===== config.mk =====
export PLATFORM = sky130hd
export DESIGN_NAME = dxl_translate
export DESIGN_NICKNAME = d
export VERILOG_FILES = /design/src/rtl/dxl_pkg.sv /design/src/rtl/dxl_align_chk.sv /design/src/rtl/dxl_addr_map.sv /design/src/rtl/dxl_perm_chk.sv /design/src/rtl/dxl_phys_post.sv /design/src/rtl/dxl_translate.sv
export SDC_FILE = /design/constraint.sdc
export NUM_CORES = 1
export LEC_CHECK = 0
export ABC_AREA = 1
export CORE_UTILIZATION = 43
export DETAILED_ROUTE_END_ITERATION = 7
export PLACE_DENSITY = 0.81
export SYNTH_ARGS = -nofsm -noshare
export SYNTH_HDL_FRONTEND = slang
export SYNTH_HIERARCHICAL = 1
export SYNTH_SLANG_ARGS = --single-unit

===== constraint.sdc =====
create_clock -name clk -period 0.8 [get_ports clk]
set_input_delay 0.16 -clock clk [delete_from_list [all_inputs] [get_ports clk]]
set_output_delay 0.16 -clock clk [all_outputs]
set_load 0.02 [all_outputs]

===== src/rtl/dxl_pkg.sv =====
package dxl_pkg;
    localparam int VA_W      = 64;
    localparam int PA_W      = 44;
    localparam int VA_SIGN   = 42;
    localparam int SP_HI     = 47;
    localparam int SP_LO     = 41;
    localparam logic [SP_HI-SP_LO:0] SP_TAG = 7'h7E;
    localparam int SEXT_BIT  = 40;
    localparam int UC_BIT    = 39;
    localparam int UC_CLR_HI = 42;
    localparam int UC_CLR_LO = 35;
    localparam int NUM_MODES = 4;
    localparam int ST_W      = 6;

    localparam int ST_WR    = 0;
    localparam int ST_ACV   = 1;
    localparam int ST_FONR  = 2;
    localparam int ST_FONW  = 3;
    localparam int ST_MISS  = 4;
    localparam int ST_BADVA = 5;

    localparam logic [1:0] MODE_KERNEL = 2'd0;

    typedef enum logic [2:0] {
        FLT_NONE     = 3'd0,
        FLT_ALIGN    = 3'd1,
        FLT_ACV      = 3'd2,
        FLT_MISS     = 3'd3,
        FLT_PTE_MISS = 3'd4,
        FLT_PAGE     = 3'd5,
        FLT_MCHK     = 3'd6
    } fault_e;

    typedef enum logic {
        ST_IDLE = 1'b0,
        ST_RESP = 1'b1
    } ctl_state_e;
endpackage


===== src/rtl/dxl_align_chk.sv =====
module dxl_align_chk (
    input  logic [2:0] va_low,
    input  logic [1:0] size_log2,
    output logic       misaligned
);
    logic [3:0] span_mask;

    always_comb begin
        span_mask  = (4'd1 << size_log2) - 4'd1;
        misaligned = |(va_low & span_mask[2:0]);
    end
endmodule


===== src/rtl/dxl_addr_map.sv =====
module dxl_addr_map
    import dxl_pkg::*;
#(
    parameter int PPN_W      = 32,
    parameter int PAGE_SHIFT = 13
) (
    input  logic [VA_W-1:0]  va,
    input  logic             phys_req,
    input  logic             sp_enable,
    input  logic [1:0]       cur_mode,
    input  logic [PPN_W-1:0] tlb_ppn,
    output logic             bad_va,
    output logic             sp_hit,
    output logic             sp_deny,
    output logic [VA_W-1:0]  raw_pa
);
    localparam int UPPER_W = VA_W - VA_SIGN;

    logic [UPPER_W-1:0] upper;
    logic [VA_W-1:0]    sp_pa;
    logic [VA_W-1:0]    tlb_pa;

    always_comb begin
        upper   = va[VA_W-1:VA_SIGN];
        bad_va  = !phys_req && !((&upper) || !(|upper));
        sp_hit  = !phys_req && !bad_va && sp_enable && (va[SP_HI:SP_LO] == SP_TAG);
        sp_deny = sp_hit && (cur_mode != MODE_KERNEL);

        sp_pa = '0;
        sp_pa[PA_W-1:0] = va[PA_W-1:0];
        if (sp_pa[SEXT_BIT]) begin
            sp_pa[PA_W-1:SEXT_BIT] = '1;
        end else begin
            sp_pa[PA_W-1:SEXT_BIT] = '0;
        end

        tlb_pa = (VA_W'(tlb_ppn) << PAGE_SHIFT) | VA_W'(va[PAGE_SHIFT-1:0]);

        if (phys_req) begin
            raw_pa = va;
        end else if (sp_hit) begin
            raw_pa = sp_pa;
        end else begin
            raw_pa = tlb_pa;
        end
    end
endmodule


===== src/rtl/dxl_perm_chk.sv =====
module dxl_perm_chk
    import dxl_pkg::*;
(
    input  logic                 is_write,
    input  logic [1:0]           eff_mode,
    input  logic [NUM_MODES-1:0] rd_en,
    input  logic [NUM_MODES-1:0] wr_en,
    input  logic                 fonr,
    input  logic                 fonw,
    output logic                 perm_fault,
    output fault_e               perm_code,
    output logic [ST_W-1:0]      perm_status
);
    always_comb begin
        perm_fault  = 1'b0;
        perm_code   = FLT_NONE;
        perm_status = '0;
        if (is_write) begin
            if (!wr_en[eff_mode]) begin
                perm_fault            = 1'b1;
                perm_code             = FLT_PAGE;
                perm_status[ST_WR]    = 1'b1;
                perm_status[ST_ACV]   = 1'b1;
                perm_status[ST_FONW]  = fonw;
            end else if (fonw) begin
                perm_fault            = 1'b1;
                perm_code             = FLT_PAGE;
                perm_status[ST_WR]    = 1'b1;
                perm_status[ST_FONW]  = 1'b1;
            end
        end else begin
            if (!rd_en[eff_mode]) begin
                perm_fault            = 1'b1;
                perm_code             = FLT_ACV;
                perm_status[ST_ACV]   = 1'b1;
                perm_status[ST_FONR]  = fonr;
            end else if (fonr) begin
                perm_fault            = 1'b1;
                perm_code             = FLT_PAGE;
                perm_status[ST_FONR]  = 1'b1;
            end
        end
    end
endmodule


===== src/rtl/dxl_phys_post.sv =====
module dxl_phys_post
    import dxl_pkg::*;
(
    input  logic [VA_W-1:0] raw_pa,
    output logic            mchk,
    output logic [PA_W-1:0] pa_out,
    output logic            uc
);
    always_comb begin
        mchk   = |raw_pa[VA_W-1:PA_W];
        pa_out = raw_pa[PA_W-1:0];
        uc     = pa_out[UC_BIT];
        if (uc) begin
            pa_out[UC_CLR_HI:UC_CLR_LO] = '0;
        end
    end
endmodule


===== src/rtl/dxl_translate.sv =====
module dxl_translate
    import dxl_pkg::*;
#(
    parameter int PPN_W      = 32,
    parameter int PAGE_SHIFT = 13
) (
    input  logic                 clk,
    input  logic                 rst_n,
    input  logic                 req_valid,
    input  logic [VA_W-1:0]      va,
    input  logic [1:0]           size_log2,
    input  logic                 is_write,
    input  logic                 phys_req,
    input  logic                 alt_req,
    input  logic                 pal_mode,
    input  logic [1:0]           cur_mode,
    input  logic [1:0]           alt_mode,
    input  logic                 sp_enable,
    input  logic                 pte_fetch,
    input  logic                 tlb_hit,
    input  logic [PPN_W-1:0]     tlb_ppn,
    input  logic [NUM_MODES-1:0] tlb_rd_en,
    input  logic [NUM_MODES-1:0] tlb_wr_en,
    input  logic                 tlb_fonr,
    input  logic                 tlb_fonw,
    output logic                 rsp_valid,
    output logic [PA_W-1:0]      pa,
    output logic                 uncacheable,
    output logic [2:0]           fault,
    output logic [ST_W-1:0]      status
);
    ctl_state_e state, state_nx;

    logic            misaligned;
    logic            bad_va, sp_hit, sp_deny;
    logic [VA_W-1:0] raw_pa;
    logic [1:0]      eff_mode;
    logic            perm_fault;
    fault_e          perm_code;
    logic [ST_W-1:0] perm_status;
    logic            mchk;
    logic [PA_W-1:0] post_pa;
    logic            post_uc;
    logic            tlb_path;

    fault_e          nx_fault;
    logic [ST_W-1:0] nx_status;
    logic [PA_W-1:0] nx_pa;
    logic            nx_unc;

    dxl_align_chk u_align (
        .va_low     (va[2:0]),
        .size_log2  (size_log2),
        .misaligned (misaligned)
    );

    dxl_addr_map #(.PPN_W(PPN_W), .PAGE_SHIFT(PAGE_SHIFT)) u_map (
        .va        (va),
        .phys_req  (phys_req),
        .sp_enable (sp_enable),
        .cur_mode  (cur_mode),
        .tlb_ppn   (tlb_ppn),
        .bad_va    (bad_va),
        .sp_hit    (sp_hit),
        .sp_deny   (sp_deny),
        .raw_pa    (raw_pa)
    );

    always_comb begin
        if (pal_mode) begin
            eff_mode = alt_req ? alt_mode : MODE_KERNEL;
        end else begin
            eff_mode = cur_mode;
        end
    end

    dxl_perm_chk u_perm (
        .is_write    (is_write),
        .eff_mode    (eff_mode),
        .rd_en       (tlb_rd_en),
        .wr_en       (tlb_wr_en),
        .fonr        (tlb_fonr),
        .fonw        (tlb_fonw),
        .perm_fault  (perm_fault),
        .perm_code   (perm_code),
        .perm_status (perm_status)
    );

    dxl_phys_post u_post (
        .raw_pa (raw_pa),
        .mchk   (mchk),
        .pa_out (post_pa),
        .uc     (post_uc)
    );

    // Fault priority chain
    always_comb begin
        tlb_path  = !phys_req && !sp_hit;
        nx_fault  = FLT_NONE;
        nx_status = '0;
        nx_pa     = '0;
        nx_unc    = 1'b0;
        if (misaligned) begin
            nx_fault           = FLT_ALIGN;
            nx_status[ST_WR]   = is_write;
        end else if (bad_va) begin
            nx_fault            = FLT_PAGE;
            nx_status[ST_WR]    = is_write;
            nx_status[ST_ACV]   = 1'b1;
            nx_status[ST_BADVA] = 1'b1;
        end else if (sp_deny) begin
            nx_fault          = FLT_ACV;
            nx_status[ST_WR]  = is_write;
            nx_status[ST_ACV] = 1'b1;
        end else if (tlb_path && !tlb_hit) begin
            nx_fault           = pte_fetch ? FLT_PTE_MISS : FLT_MISS;
            nx_status[ST_WR]   = is_write;
            nx_status[ST_MISS] = 1'b1;
        end else if (tlb_path && perm_fault) begin
            nx_fault  = perm_code;
            nx_status = perm_status;
        end else if (mchk) begin
            nx_fault = FLT_MCHK;
        end else begin
            nx_pa  = post_pa;
            nx_unc = post_uc;
        end
    end

    // Next-state logic
    always_comb begin
        unique case (state)
            ST_IDLE: state_nx = req_valid ? ST_RESP : ST_IDLE;
            ST_RESP: state_nx = req_valid ? ST_RESP : ST_IDLE;
            default: state_nx = ST_IDLE;
        endcase
    end

    // State register
    always_ff @(posedge clk or negedge rst_n) begin
        if (!rst_n) begin
            state <= ST_IDLE;
        end else begin
            state <= state_nx;
        end
    end

    // Result registers
    always_ff @(posedge clk or negedge rst_n) begin
        if (!rst_n) begin
            pa          <= '0;
            uncacheable <= 1'b0;
            fault       <= FLT_NONE;
            status      <= '0;
        end else if (req_valid) begin
            pa          <= nx_pa;
            uncacheable <= nx_unc;
            fault       <= nx_fault;
            status      <= nx_status;
        end
    end

    assign rsp_valid = (state == ST_RESP);
endmodule


# Yosys cells after proc, flatten, opt, wreduce, memory -nomap -nowiden
# Cells that the tools add are included.
# Widths: inputs -> output; s select.
classes:
  n_bitwise: 2
  eq_ne: 1
  n_addsub: 1
  shifts: 1
  mux: 59
  div_mod_pow: 0
  order_cmp: 1
  reduce_logical: 20
  mul: 0
ops:
  columns: ["operator", "count"]
  rows:
  - ["$mux 44", 6]
  - ["$mux 64", 2]
  - ["$mux 3", 15]
  - ["$or 45x13->45", 1]
  - ["$mux 1", 26]
  - ["$reduce_and 22->1", 1]
  - ["$reduce_or 22->1", 1]
  - ["$reduce_or 20->1", 1]
  - ["$logic_and 1x1->1", 8]
  - ["$mux 2", 4]
  - ["$mux 4", 2]
  - ["$mux 8", 1]
  - ["$eq 7x7->1 const B", 1]
  - ["$logic_not 1->1", 6]
  - ["$mux 5", 1]
  - ["$bmux 1 s2", 2]
  - ["$and 3x3->3", 1]
  - ["$lt 2x3->1 const B", 1]
  - ["$reduce_or 3->1", 1]
  - ["$shl 1x2->3 const A", 1]
  - ["$sub 3x1->3 const B", 1]
  - ["$reduce_bool 2->1", 1]
  - ["$logic_or 1x1->1", 1]
word_totals:
  n_memories: 0
  inputBits: 122
  out_inout_bits: 55
  ramBits: 0
  rom_bits: 0
  regBits: 55
  latchBits: 0
  wordCells: 90

# Depth between registers and ports, before layout
depth:
  ltp_word: 18
  mapped_depth: 19
  mapped_depth_nobuf: 19

# Cells and area by module
# The synthesis kept the hierarchy.
by_module_without_submodules:
  columns: ["module", "n_inst", "seq_area_each_um2", "area_per_inst_um2", "cells_per_inst"]
  rows:
  - ["dxl_translate", 1, 1376.3, 2468.6, 285]
  - ["dxl_addr_map", 1, 0.0, 980.9, 219]
  - ["dxl_phys_post", 1, 0.0, 412.9, 71]
  - ["dxl_perm_chk", 1, 0.0, 182.7, 37]
  - ["dxl_align_chk", 1, 0.0, 30.0, 8]

# Least setup slack after synthesis
# Ideal clock, no wire load.
synth_timing:
  kind: "input to register"
  start: "in phys_req"
  end: "reg pa[20]"
  n_path_buf: 2
  stages: 17
  required_time_ns: 0.734
  path_slack_ns: -1.043
  setup_time_ns: 0.066
  arrival_ns: 1.778
  cell_sequence: "buf_2 -> nor2_1 -> nand4_1 -> nor2_2 -> nand2_4 -> nand3_1 -> o21ai_0 -> nor2_1 -> nand2_1 -> nor2_1 -> nand3_1 -> inv_1 -> nand2_2 -> nor2_4 -> buf_6 -> nand3_1 -> nand2_1"
synth_via:
  elab_chain_cells: 15
synth_rtl:
  columns: ["element", "line_no", "text"]
  rows:
  - ["from (decl)", "dxl_translate.sv:13", "input logic phys_req,"]
  - ["$logic_not 1->1", "dxl_addr_map.sv:25, dxl_addr_map.sv:26", null]
  - ["$logic_and 1x1->1", "dxl_addr_map.sv:25", "bad_va = !phys_req && !((&upper) || !(|upper));"]
  - ["$logic_not 1->1", "dxl_addr_map.sv:26", "sp_hit = !phys_req && !bad_va && sp_enable && (va[SP_HI:SP_LO] == SP_TAG);"]
  - ["$logic_and 1x1->1 (3 in series)", "dxl_addr_map.sv:26", null]
  - ["$mux 64", "dxl_addr_map.sv:41", "end else if (sp_hit) begin"]
  - ["$mux 64 *", "dxl_addr_map.sv:39", "if (phys_req) begin"]
  - ["named net raw_pa[44]", "dxl_translate.sv:36", "logic [VA_W-1:0] raw_pa;"]
  - ["$reduce_or 20->1 *", "dxl_phys_post.sv:10", "mchk = |raw_pa[VA_W-1:PA_W];"]
  - ["named net mchk", "dxl_translate.sv:41", "logic mchk;"]
  - ["$mux 44 *", "dxl_translate.sv:122", "end else if (mchk) begin"]
  - ["$mux 44 *", "dxl_translate.sv:119", "end else if (tlb_path && perm_fault) begin"]
  - ["$mux 44 *", "dxl_translate.sv:115", "end else if (tlb_path && !tlb_hit) begin"]
  - ["$mux 44 *", "dxl_translate.sv:111", "end else if (sp_deny) begin"]
  - ["$mux 44 *", "dxl_translate.sv:106", "end else if (bad_va) begin"]
  - ["$mux 44 *", "dxl_translate.sv:103", "if (misaligned) begin"]
  - ["to (signal assigned)", "dxl_translate.sv:156", "pa <= nx_pa;"]
  - ["to (decl)", "dxl_translate.sv:27", "output logic [PA_W-1:0] pa,"]
# Mark *: on every way through the listed nets, which the timed path passes. The rest lies on a longest branch.
# A chain may end at the register's enable or synchronous reset.

# Worst setup path after layout
layout_timing:
  start: "in va[41]"
  end: "reg pa[28]"
layout_via:
  elab_chain_cells: 11
layout_rtl:
  columns: ["element", "line_no", "text"]
  rows:
  - ["from (decl)", "dxl_translate.sv:10", "input logic [VA_W-1:0] va,"]
  - ["$eq 7x7->1", "dxl_addr_map.sv:26", null]
  - ["$logic_and 1x1->1", "dxl_addr_map.sv:26", null]
  - ["$mux 64", "dxl_addr_map.sv:41", null]
  - ["$mux 64", "dxl_addr_map.sv:39", null]
  - ["named net raw_pa[44]", "dxl_translate.sv:36", null]
  - ["$reduce_or 20->1", "dxl_phys_post.sv:10", null]
  - ["named net mchk", "dxl_translate.sv:41", null]
  - ["$mux 44", "dxl_translate.sv:122", null]
  - ["$mux 44", "dxl_translate.sv:119", null]
  - ["$mux 44", "dxl_translate.sv:115", null]
  - ["$mux 44", "dxl_translate.sv:111", null]
  - ["$mux 44", "dxl_translate.sv:106", null]
  - ["$mux 44", "dxl_translate.sv:103", null]
# The timed path passes the listed nets, and every way through them passes these cells.

==> results.sh <==
export IMPL_status="finished, violations left"
export IMPL_failed_checks="negative setup slack"
export IMPL_cts_inserted_buffers=5
export IMPL_powerDensity_nw_per_um2=945
export IMPL_via_per_inst=4.91
export IMPL_dpl_cell_area_um2=6100
export IMPL_grt_busiest_layer="met2"
export IMPL_yosysSeqAreaShare=0.338
export IMPL_cts_root_buffer="clkbuf_8"
export IMPL_r2r_cells=5
export IMPL_diodes=0
export IMPL_final_nets=977
export IMPL_cts_clk_slew_worst_paths_ps=110
export IMPL_place_gp_congestion=0.850
export IMPL_ant_nets=0
export IMPL_synth_seq_cells=55
export IMPL_clock_skew_ps=0
export IMPL_finalSetupViolations=108
export IMPL_wire_per_inst_um=14.7
export IMPL_synth_area_um2=4080
export IMPL_area_delta_synth_final_pct=70.3
export IMPL_worstMarginPinSlew_ps=608
export IMPL_fin_crit_sh=2.29
export IMPL_die_area_um2=9870
export IMPL_final_area_um2=6940
export IMPL_fill_cells=655
export IMPL_fin_ws_ps=-1030
export IMPL_maxSlewViolCount=0
export IMPL_finalHoldViolCount=0
export IMPL_crit_family="simple AND/OR/NAND/NOR gates"
export IMPL_synth_top_area_frac=0.338
export IMPL_static_leakage_power_nw=3.84
export IMPL_critPathLaunch="va[41]"
export IMPL_fin_crit_ps=1830
export IMPL_cp_num_buf_inv=5
export IMPL_drt_iter0_drc=183
export IMPL_syn_inst=620
export IMPL_cts_tree="yes"
export IMPL_die_h_um=99.4
export IMPL_path_max_fanout=5
export IMPL_vias=4751
export IMPL_drv_cap=0
export IMPL_path_depth=19
export IMPL_worstPathArrival_ps=2080
export IMPL_track_usage=0.275
export IMPL_wl_um=14200
export IMPL_crit_path_end_kind="flip-flop"
export IMPL_syn_area_per_cell_um2=6.57
export IMPL_max_freq_mhz=546
export IMPL_drive_above_1_share=0.368
export IMPL_synthFlopType="dfrtp_1"
export IMPL_utilization=0.755
export IMPL_grtUsageMet1=0.292
export IMPL_cts_buffer_depth=2
export IMPL_ys_types=31
export IMPL_first_pass_iters=4
export IMPL_clk_insertion_delay_late_ps=310
export IMPL_worstReg2RegStart="pa[3]$_DFFE_PN0P_"
export IMPL_crit_chain="clkdlybuf4s15_1 > nor2_2 > nand4_1 > nor2_2 > nand2_4 > nand3_2 > o21ai_2 > nor2_1 > nand2_1 > nor2_1 > nand3_1 > inv_1 > nand2_2 > nor2_4 > buf_6 > buf_16 > buf_8 > nand3_2 > nand2_1"
export IMPL_htree_levels=2
export IMPL_rsz0062_at_grt="true"
export IMPL_hold_path_depth=4
export IMPL_grt_use_met2=0.542
export IMPL_synth_edf_count=0
export IMPL_grt_pass1_vias=4743
export IMPL_crit_required_ps=1050
export IMPL_grt_pass1_wl_um=21600
export IMPL_use_met3=0.0569
export IMPL_grt_overflow=0
export IMPL_yosysMostFrequentCell="nand2_1"
export IMPL_hpwl_um=9310
export IMPL_critPathLaunchType="input port"
export IMPL_antenna_found_initial=0
export IMPL_synth_common_cells="nand2_1, nand3_1, buf_4"
export IMPL_port_buffers=176
export IMPL_initial_utilization=0.443
export IMPL_critical_path_class="in -> reg"
export IMPL_ioPinCount=177
export IMPL_yosysWarnings=6
export IMPL_max_slew_margin=0.594
export IMPL_post_route_drc_count=0
export IMPL_total_power_mw=6.56
export IMPL_core_rowCount=35
export IMPL_synth_area_leaders="dfrtp_1, nand2_1, buf_4"
export IMPL_clock_sinks=55
export IMPL_post_place_ws_ps=-1630
export IMPL_hold_path_startpoint="req_valid"
export IMPL_max_stage_delay_ps=190
export IMPL_hp_class="in -> reg"
export IMPL_die_w_um=99.4
export IMPL_grt_start_max_net_pins=56
export IMPL_synth_top_cell_by_area="dfrtp_1"
export IMPL_peakVddDrop_uv=709
export IMPL_postSynth_asyncResetShare=1.00
export IMPL_core_um2=9200
export IMPL_cpMaxStageDelayCell="clkdlybuf4s15_1"
[path summary, 6_finish.rpt]
| path | endpoint | slack (ps) |
|---|---|---|
| worst max register to register | pa[3]$_DFFE_PN0P_ | -190 |
| min in group asynchronous | pa[5]$_DFFE_PN0P_ | 360 |
| worst max-delay path | pa[28]$_DFFE_PN0P_ | -1030 |
| max in group asynchronous | pa[18]$_DFFE_PN0P_ | 160 |
| worst min-delay path | status[0]$_DFFE_PN0P_ | 270 |
| worst min register to register | pa[40]$_DFFE_PN0P_ | 510 |
[power breakdown]
group | internal (mW) | switching [mW] | total (mW)
clock network | 0.636 | 0.992 | 1.63
registers | 2.82 | 0.0287 | 2.85
logic | 1.08 | 1.00 | 2.08
[layer usage]
layer,part of all wire,vias up
met4,0.019,0
li1,-,2321
met1,0.38,2216
met5,0,-
met3,0.067,20
met2,0.53,194
[worst reg2reg max path, stage by stage, from the launching register on]
cell and delay (ps):
dfrtp_1 410, buf_4 140, buf_4 130, buf_4 120, nand2_1 50, nand2_1 50
[flip-flops by register name, summed over array words and instances (netlist names)]
name and flops:
pa 44, status 6, fault 3, rsp_valid 1
uncacheable 1
[stage by stage]
step / cells / hold slack, ps / TNS [ps]
floorplan: 621 / -136 / -49210
global placement: 899 / 182 / -96000
detailed placement: 899 / 190 / -98960
CTS: 947 / 263 / -58800
global route: 967 / 288 / -67370
finish: 967 / 272 / -57770
[cell families after synthesis]
logic type / Yosys count / synth area share
and+or+nand+nor: 415 / 0.453
AOI/OAI and AO/OA: 11 / 0.0144
other: 2 / 0.00184
buffers and inverters: 137 / 0.193
DFF: 55 / 0.338
[repair_timing]
| action | CTS | global route |
|---|---|---|
| gates cloned | 4 | 0 |
| buffers inserted | 37 | 24 |
| hold endpoints to repair | 55 | 0 |
| gates resized for setup | 477 | 47 |
| pin swaps | 63 | 43 |
| hold buffers | 1 | 0 |
| setup endpoints to repair | 108 | 108 |
[area by class of cell]
| cell class | instances | area [µm²] | area share |
|---|---|---|---|
| Multi-Input combinational cell | 429 | 2230 | 0.321 |
| Inverter | 58 | 233 | 0.0335 |
| Clock inverter | 3 | 23.8 | 0.00343 |
| Tap cell | 111 | 139 | 0.0200 |
| Clock buffer | 5 | 68.8 | 0.00992 |
| Sequential cell | 55 | 1380 | 0.198 |
| Timing Repair Buffer | 306 | 2870 | 0.414 |
[cells in the final DEF (no fill, tap or decap), types with 2 or more instances in the layout]
cell / count
nand3_4: 3
inv_2: 4
clkdlybuf4s50_1: 88
nand2_2: 14
buf_2: 22
nand4_1: 8
buf_12: 5
clkbuf_8: 5
nor2_4: 8
buf_16: 3
inv_8: 2
buf_4: 109
o21ai_1: 3
buf_6: 70
conb_1: 3
nand2_1: 235
dlymetal6s2s_1: 2
clkdlybuf4s15_1: 3
inv_4: 3
nand3_1: 49
inv_1: 49
nand3_2: 38
nand2_4: 6
o21ai_2: 5
nor2_1: 40
a21oi_2: 2
nor2_2: 9
dfrtp_1: 55
No activity file was read; power rests on OpenSTA's default activity.
